### src/rtl/irq_chain_ctrl.sv
module irq_chain_ctrl (
  input  logic       clk,
  input  logic       rst_n,
  input  logic       as_n,
  input  logic       ds_n,
  input  logic       intack_n,
  input  logic       iei,
  output logic       ieo,
  output logic       int_n,
  input  logic [1:0] rx_evt,
  input  logic [1:0] rx_special,
  input  logic [1:0] ext_evt,
  input  logic [1:0] tx_wr,
  input  logic [1:0] tx_empty,
  input  logic       wr_en,
  input  logic [1:0] wr_sel,
  input  logic [7:0] wr_data,
  output logic [5:0] pend,
  output logic [7:0] vec_a,
  output logic [7:0] vec_b,
  output logic [7:0] vec_out,
  output logic       vec_oe
);

  logic [7:0] vec_reg;
  logic       mie, vis;
  logic [5:0] ien, c0, c1, ius;
  logic [1:0] tx_arm, tx_empty_q, spec;
  logic       as_q, ds_q;
  logic [2:0] code;

  wire [1:0] tx_fire = tx_arm & tx_empty & ~tx_empty_q;
  wire [5:0] ev      = {ext_evt[1], tx_fire[1], rx_evt[1], ext_evt[0], tx_fire[0], rx_evt[0]};
  wire       as_rise = as_n & ~as_q;
  wire       ds_fall = ~ds_n & ds_q;

  wire       wr_vec  = wr_en && wr_sel == 2'd0;
  wire       wr_ctl  = wr_en && wr_sel == 2'd1;
  wire       wr_ien  = wr_en && wr_sel == 2'd2;
  wire       wr_cmd  = wr_en && wr_sel == 2'd3;
  wire       cmd_rst = wr_cmd & wr_data[6];
  wire [5:0] clr     = wr_cmd ? wr_data[5:0] : 6'd0;
  wire [5:0] ien_nx  = wr_ien ? wr_data[5:0] : ien;

  wire [5:0] ius_top = ius & (~ius + 6'd1);
  wire [5:0] blocked = (ius == 6'd0) ? 6'd0 : ~(ius_top - 6'd1);
  wire [5:0] req     = pend & ~blocked & {6{mie}};
  wire [5:0] top     = req & (~req + 6'd1);
  wire       any_req = |req;
  wire       ack     = ds_fall & ~intack_n & iei & any_req;

  always_comb begin
    case (top)
      6'b000001: code = spec[0] ? 3'b111 : 3'b110;
      6'b000010: code = 3'b100;
      6'b000100: code = 3'b101;
      6'b001000: code = spec[1] ? 3'b011 : 3'b010;
      6'b010000: code = 3'b000;
      6'b100000: code = 3'b001;
      default:   code = 3'b011;
    endcase
  end

  assign vec_a = vec_reg;
  assign vec_b = {vec_reg[7:4], code, vec_reg[0]};
  assign int_n = ~(iei & any_req);
  assign ieo   = iei & ~(|ius) & ~(~intack_n & any_req);

  always_ff @(posedge clk) begin
    if (!rst_n) begin
      vec_reg <= 8'd0;  mie <= 1'b0;  vis <= 1'b0;  ien <= 6'd0;
      c0 <= 6'd0;  c1 <= 6'd0;  pend <= 6'd0;  ius <= 6'd0;
      tx_arm <= 2'd0;  tx_empty_q <= 2'd0;  spec <= 2'd0;
      as_q <= 1'b1;  ds_q <= 1'b1;  vec_out <= 8'd0;  vec_oe <= 1'b0;
    end else begin
      as_q       <= as_n;
      ds_q       <= ds_n;
      tx_empty_q <= tx_empty;
      tx_arm     <= (tx_arm & ~tx_fire) | tx_wr;
      if (wr_vec) vec_reg <= wr_data;
      if (wr_ctl) begin mie <= wr_data[0]; vis <= wr_data[1]; end
      ien <= ien_nx;
      c0  <= ((as_rise ? 6'd0 : c0) | ev) & ien_nx;
      if (as_rise) c1 <= c0 & ien_nx;
      else         c1 <= c1 & ien_nx;
      pend <= (pend | (as_rise ? c1 : 6'd0)) & ~clr & ien_nx;
      for (int c = 0; c < 2; c++) begin
        if (clr[3*c] || !ien_nx[3*c]) spec[c] <= 1'b0;
        else if (rx_evt[c] && rx_special[c]) spec[c] <= 1'b1;
      end
      ius <= (cmd_rst ? (ius & (ius - 6'd1)) : ius) | (ack ? top : 6'd0);
      if (ack) begin
        vec_oe  <= 1'b1;
        vec_out <= vis ? vec_b : vec_reg;
      end else if (ds_n) vec_oe <= 1'b0;
    end
  end

  a_r2_pend_needs_enable: assert property (@(posedge clk) disable iff (!rst_n)
    (pend & ~ien) == 6'd0);
  a_r3_mie_holds_int: assert property (@(posedge clk) disable iff (!rst_n)
    !mie |-> int_n);
  a_r4_int_needs_iei: assert property (@(posedge clk) disable iff (!rst_n)
    !int_n |-> iei);
  a_r6_ius_pulls_ieo: assert property (@(posedge clk) disable iff (!rst_n)
    (ius != 6'd0) |-> !ieo);
  a_r8_ack_adds_one_ius: assert property (@(posedge clk) disable iff (!rst_n)
    (ack && !cmd_rst) |=> ($countones(ius) == $countones($past(ius)) + 1) && vec_oe);
  a_r10_release_one_ius: assert property (@(posedge clk) disable iff (!rst_n)
    (cmd_rst && !ack && ius != 6'd0) |=> $countones(ius) + 1 == $countones($past(ius)));

endmodule

### config.mk
export PLATFORM = sky130hd
export DESIGN_NAME = irq_chain_ctrl
export DESIGN_NICKNAME = d
export VERILOG_FILES = /design/src/rtl/irq_chain_ctrl.sv
export SDC_FILE = /design/constraint.sdc
export NUM_CORES = 1
export LEC_CHECK = 0
export BUFFER_PORTS_ARGS = -buffer_cell sky130_fd_sc_hd__buf_2
export CORE_UTILIZATION = 43
export CTS_CLUSTER_SIZE = 24
export DETAILED_ROUTE_END_ITERATION = 12
export GPL_TIMING_DRIVEN = 0
export PLACE_DENSITY = 0.7
export SYNTH_ARGS = -nofsm -noshare
export SYNTH_HDL_FRONTEND = slang
export SYNTH_SLANG_ARGS = --single-unit
### constraint.sdc
create_clock -name clk -period 1.72 [get_ports clk]
set_input_delay 0.086 -clock clk [delete_from_list [all_inputs] [get_ports clk]]
set_output_delay 0.086 -clock clk [all_outputs]
set_load 0.01 [all_outputs]
Yosys cells after proc, flatten, opt, wreduce, memory -nomap -nowiden
Index checks and enable logic that the tools add are counted.
- word-level logic and storage cells: 101
- register bits: 57
- output and inout bits: 33
- input port bits: 27
- $add $sub $neg: 4
- equality and inequality tests: 9
- reduce and logical (&&, ||, !) cells: 17
- muxes and demuxes: 14
- bitwise gates (word level): 41
- operators with widths (operator ; count):
    bitwise AND 6 bit ; 10
    two-way mux 6 bit ; 8
    NOT 6 bit ; 5
    OR 6 bit ; 3
    one-hot mux 3 bit (6 select lines) ; 1
    adder 6 x 1 -> 6 bit (second input constant) ; 2
    OR reduction 6 bit ; 2
    subtractor 6 x 1 -> 6 bit (second input constant) ; 2
    bitwise AND 1 bit ; 10
    NOT 1 bit ; 7
    bitwise AND 2 bit ; 3
    equality test 6 x 1 -> 1 bit (second input constant) ; 1
    equality test 6 x 2 -> 1 bit (second input constant) ; 1
    equality test 6 x 3 -> 1 bit (second input constant) ; 1
    equality test 6 x 4 -> 1 bit (second input constant) ; 1
    equality test 6 x 5 -> 1 bit (second input constant) ; 1
    equality test 6 bit (second input constant) ; 1
    logical AND 1 bit ; 6
    zero test 6 bit ; 1
    equality test 2 bit (second input constant) ; 2
    two-way mux 1 bit ; 4
    two-way mux 4 bit ; 1
    NOT 2 bit ; 2
    OR reduction 2 bit ; 2
    other kinds (6) ; 8

Longest topological paths before layout
- depth in word-level cells: 15
- mapped depth: 7
- mapped depth without buffers: 6

Least setup slack after synthesis
Ideal clock, no wire load.
- path kind: reg-to-reg
- from: register ius[0]
- to: register ius[2]
- path buffers: 1
- arrival: 1.615 ns
- stages on the path, launching flop included: 8
- setup slack: 0.034 ns
- cell sequence: dfxtp_1 nor3b_2 nand3_1 a41oi_2 inv_2 buf_6 or3_1 a21oi_1
- longest elaborated chain between the ends: 14
- elaborated cells on any way between the ends: 20
- classes of those cells: add/sub (4); mux (3); bitwise (11); reduce/logical (2)
- ends and longest elaborated chain (element ; RTL line ; text):
    start, declared ; 27 ; logic [5:0] ien, c0, c1, ius;
    start signal, assigned ; 91 ; ius <= (cmd_rst ? (ius & (ius - 6'd1)) : ius) | (ack ? top : 6'd0);
    NOT 6 bit ; 45 ; wire [5:0] ius_top = ius & (~ius + 6'd1);
    adder 6 x 1 -> 6 bit ; 45 ;
    bitwise AND 6 bit ; 45 ;
    subtractor 6 x 1 -> 6 bit ; 46 ; wire [5:0] blocked = (ius == 6'd0) ? 6'd0 : ~(ius_top - 6'd1);
    NOT 6 bit ; 46 ;
    two-way mux 6 bit ; 46 ;
    NOT 6 bit ; 47 ; wire [5:0] req = pend & ~blocked & {6{mie}};
    bitwise AND 6 bit (2 in series) ; 47 ;
    NOT 6 bit ; 48 ; wire [5:0] top = req & (~req + 6'd1);
    adder 6 x 1 -> 6 bit ; 48 ;
    bitwise AND 6 bit ; 48 ;
    two-way mux 6 bit ; 91 ;
    OR 6 bit * ; 91 ;
Every way passes the cells marked *; elsewhere a longest branch is shown, timed or not.
A chain may end at the register's enable or synchronous reset.

Final worst setup path
- from: register ius[1]
- to: output vec_b[1]
- longest elaborated chain between the ends: 14
- elaborated cells on any way between the ends: 20
- classes of those cells: add/sub (3); eq/ne (6); mux (2); bitwise (8); reduce/logical (1)
- ends and longest elaborated chain (element ; RTL line ; text):
    NOT 6 bit ; 45 ;
    adder 6 x 1 -> 6 bit ; 45 ;
    bitwise AND 6 bit ; 45 ;
    subtractor 6 x 1 -> 6 bit ; 46 ;
    NOT 6 bit ; 46 ;
    two-way mux 6 bit * ; 46 ;
    NOT 6 bit * ; 47 ;
    bitwise AND 6 bit * (2 in series) ; 47 ;
    NOT 6 bit ; 48 ;
    adder 6 x 1 -> 6 bit ; 48 ;
    bitwise AND 6 bit * ; 48 ;
    equality test 6 bit (tied with other cells) ; 53 ; case (top)
    one-hot mux 3 bit (6 select lines) * ; 53 ;
    end, declared ; 20 ; output logic [7:0] vec_b,
Marks and branches as above.

==> results.md <==
* CTS Root Cell: clkbuf_8
* Leakage at 1.41 nW
* Final setup fails at 11
* Flop2flop setup slack at -0.10 ns
* Initial antenna violation count at 0
* Register area at 1150 sq um
* Chip width at 75.4 um
* RSZ-0062 raised after global routing: yes
* Cell taking the most area after synthesis: dfxtp_1
* WL final at 6530 um
* Overall die area at 5690 sq um
* Fin Setup TNS at -0.754 ns
* Worst vdd ir at 780 uV
* GRT Total Usage at 0.244
* Pwr/cell area at 849 nW/um^2
* Post-Place Setup Slack at -0.231 ns
* CP peak stage delay at roughly 0.37 ns
* Period utilization at 1.07
* Critical Path Start Type: flop
* Initial cell density of the core at 0.451
* Syn nets at 290
* Post-route antenna net violation count at 0
* Most frequent cells in the layout: buf_2, dfxtp_1, a21oi_1
* Dpl cell area at 2700 sq um
* Slew @ Worst Pin at 0.697 ns
* Ranking of synthesized cells by area: dfxtp_1, a21oi_1, mux2i_1
* Crit end category: output pin
* Port bufs at ~60
* Cell family with most CP delay: simple AND/OR/NAND/NOR gates
* Grt ovf at 0
* Number of cells on the worst hold path at 3
* Vias in the first global route at 2104
* Status: finished with violations
* Fin nets at 391
* Total power at 2.82 mW
* Critical Path AT at 1.75 ns
* H-tree Lvls at 3
* Core ar. at ~5100 sq um
* Commonest non-fill, non-tap cell in the layout: buf_2
* Max-capacitance violation count at 0
* DR pass1 iterations at 4
* Drt wl/cell at 14.9 um
* Final instance area at roughly 3300 sq um
* Hold path start: wr_data[3]
* Sequential area share after synthesis at 0.492
* Initial DRC Count at 109
* Yosys top cell area share at 0.492
* Synth Warn # at 0
* Post-DP HPWL at 4250 um
* Worst Clk Skew at roughly 0.0056 ns
* Synth Cell Area at 2320 sq um
* Via count at between 2k and 2.5k
* Cell row count at 26
* Fin worst setup slack at -0.117 ns
* CTS clock-pin slew for the worst setup and hold paths at about 0.06 ns
* Largest net degree at the start of global routing at 11
* Buf+Inv Stages, Crit Path at 1
* CP max-delay cell: dfxtp_4
* CP max FO at 5
* CTS tree: yes
* R2R cell count at 7
* GPL Wtd Cong at 0.907
* Slew Limit Fails at 0
* Class of the worst hold path: primary input to flop
* # DRC at 0
* Failing checks: negative setup slack
* WP data required at about 1.6 ns
* Io pins at 60
* Cells after Synth at roughly 260
* Die height at 75.4 um
* Layout cells sized above 1 at 0.361
* Area growth, synth to finish at 43.4%
* Post-synthesis area per instance at 8.82 sq um
* Fill count at 461
* CTS Buf Count at 9
* Reg2Reg Capture Point: ius[2]
* Worst reg2reg startpoint: ius[1]
* Worst rel slew slack at 0.535
* WHS Endpoint: vec_a[3]
* N_diodes at 0
* Clock buffer depth at 2
* Minimum clock period after layout at 1.84 ns
* Synthesis-stage register bit count at 57
* Yosys cell types at 40
* DR vias/cell at just over 5
* Worst path cell trace: nor3b_4 -> and3_4 -> nand2_2 -> o211ai_1 -> buf_2
* Final Hold Vio Count at 0
* First-pass GRT wire length at 9940 um
* Kind of critical path: flop to output pin
* Multi-input gate area at 1160 sq um
* CTS Sinks at 57
* Clock Latency Late Sink at 0.34 ns
* F_max at 544 MHz
sequential cells by signal, indices dropped and copies added, names as in the netlist, 2 cells and up:
signal,flops
c0,6
vec_out,8
ien,6
c1,6
vec_a,8
pend,6
tx_arm,2
tx_empty_q,2
ius,6
spec,2
worst reg2reg max path: cells and delay by family (launching register included):
| family | cells | cell delay (ns) |
|---|---|---|
| DFF | 1 | 0.37 |
| buffers and inverters | 2 | 0.19 |
| and+or+nand+nor | 3 | 0.82 |
| AOI/OAI and AO/OA | 2 | 0.37 |
worst max-delay path by stage:
stage / from / end / cells past startpoint
after floorplan: ius[0] / ius[2] / 7
after global placement: mie / vec_out[1] / 6
after detailed placement: mie / vec_out[1] / 6
after CTS: ius[2] / ieo / 5
after global routing: ius[2] / ieo / 5
final: ius[1] / vec_b[1] / 5
cell usage after synthesis:
cell type and instances:
dfxtp_1 57, a21oi_1 32, nor2_1 27, nand2_1 25, nand3_1 15, inv_1 13
mux2i_1 11, o21ai_0 9, clkbuf_1 7, nand2b_1 7, mux2_2 6, buf_4 5
a211oi_1 4, and2_1 4, nor3_1 4, and3_1 3, nand4_1 3, nor2b_1 3
a21o_1 2, a2bb2oi_1 2, a32o_1 2, buf_1 2, nand3b_1 2, or3_1 2
a311oi_1 1, a41oi_2 1, buf_2 1, buf_6 1, inv_2 1, nor3_2 1
nor3b_1 1, nor3b_2 1, nor4_1 1, o2111ai_1 1, o211ai_1 1, o21a_1 1
o311ai_2 1, o31a_1 1, o31ai_1 1, o41a_1 1
per-stage QoR:
step	instances	utilization	hold slack (ns)
floorplan	263	-	0.182
global placement	392	0.526	0.294
detailed placement	392	0.526	0.303
CTS	433	0.626	0.0411
global route	438	0.647	0.0715
finish	438	0.647	0.0452
power breakdown:
group | switching [mW] | internal (mW) | leakage (nW) | total [mW]
sequential | 0.0140 | 1.34 | 0.466 | 1.36
clock | 0.517 | 0.735 | 0.102 | 1.25
combinational | 0.111 | 0.104 | 0.841 | 0.215
total | 0.642 | 2.18 | 1.41 | 2.82
cell type report:
type                    instances  area share
flip-flops and latches         57       0.347
repair buffers                 90       0.177
plain buffers                  16      0.0271
inverters                      14      0.0158
clock buffers                  12      0.0467
multi-input cells             176       0.348
clock inverters                 3      0.0120
well taps                      70      0.0263
layer usage:
| layer | wire length [um] | up-vias | part of all wire | GRT usage |
|---|---|---|---|---|
| met5 | 0 | - | 0 | 0 |
| met4 | 154 | 0 | 0.024 | 0.142 |
| met3 | 371 | 13 | 0.057 | 0.0516 |
| met2 | 3130 | 75 | 0.48 | 0.406 |
| met1 | 2870 | 1037 | 0.44 | 0.291 |
| li1 | - | 1117 | - | - |
timing repair:
action,in CTS,in global routing
gates resized for setup,26,19
buffers inserted,9,5
endpoints found under the setup margin,18,18
hold endpoints to repair,17,0
hold buffers,17,0
pin swaps,12,16
cell families (layout without fill, tap and decap cells):
kind of cell,count (synthesis),in the layout,share of synthesized area
AND/OR/NAND/NOR,99,99,0.207
AO/OA/AOI/OAI,60,60,0.164
flip-flops,57,57,0.492
buffers and inverters,30,135,0.0604
multiplexers,17,17,0.0766
(Power assumes the default switching activity.)
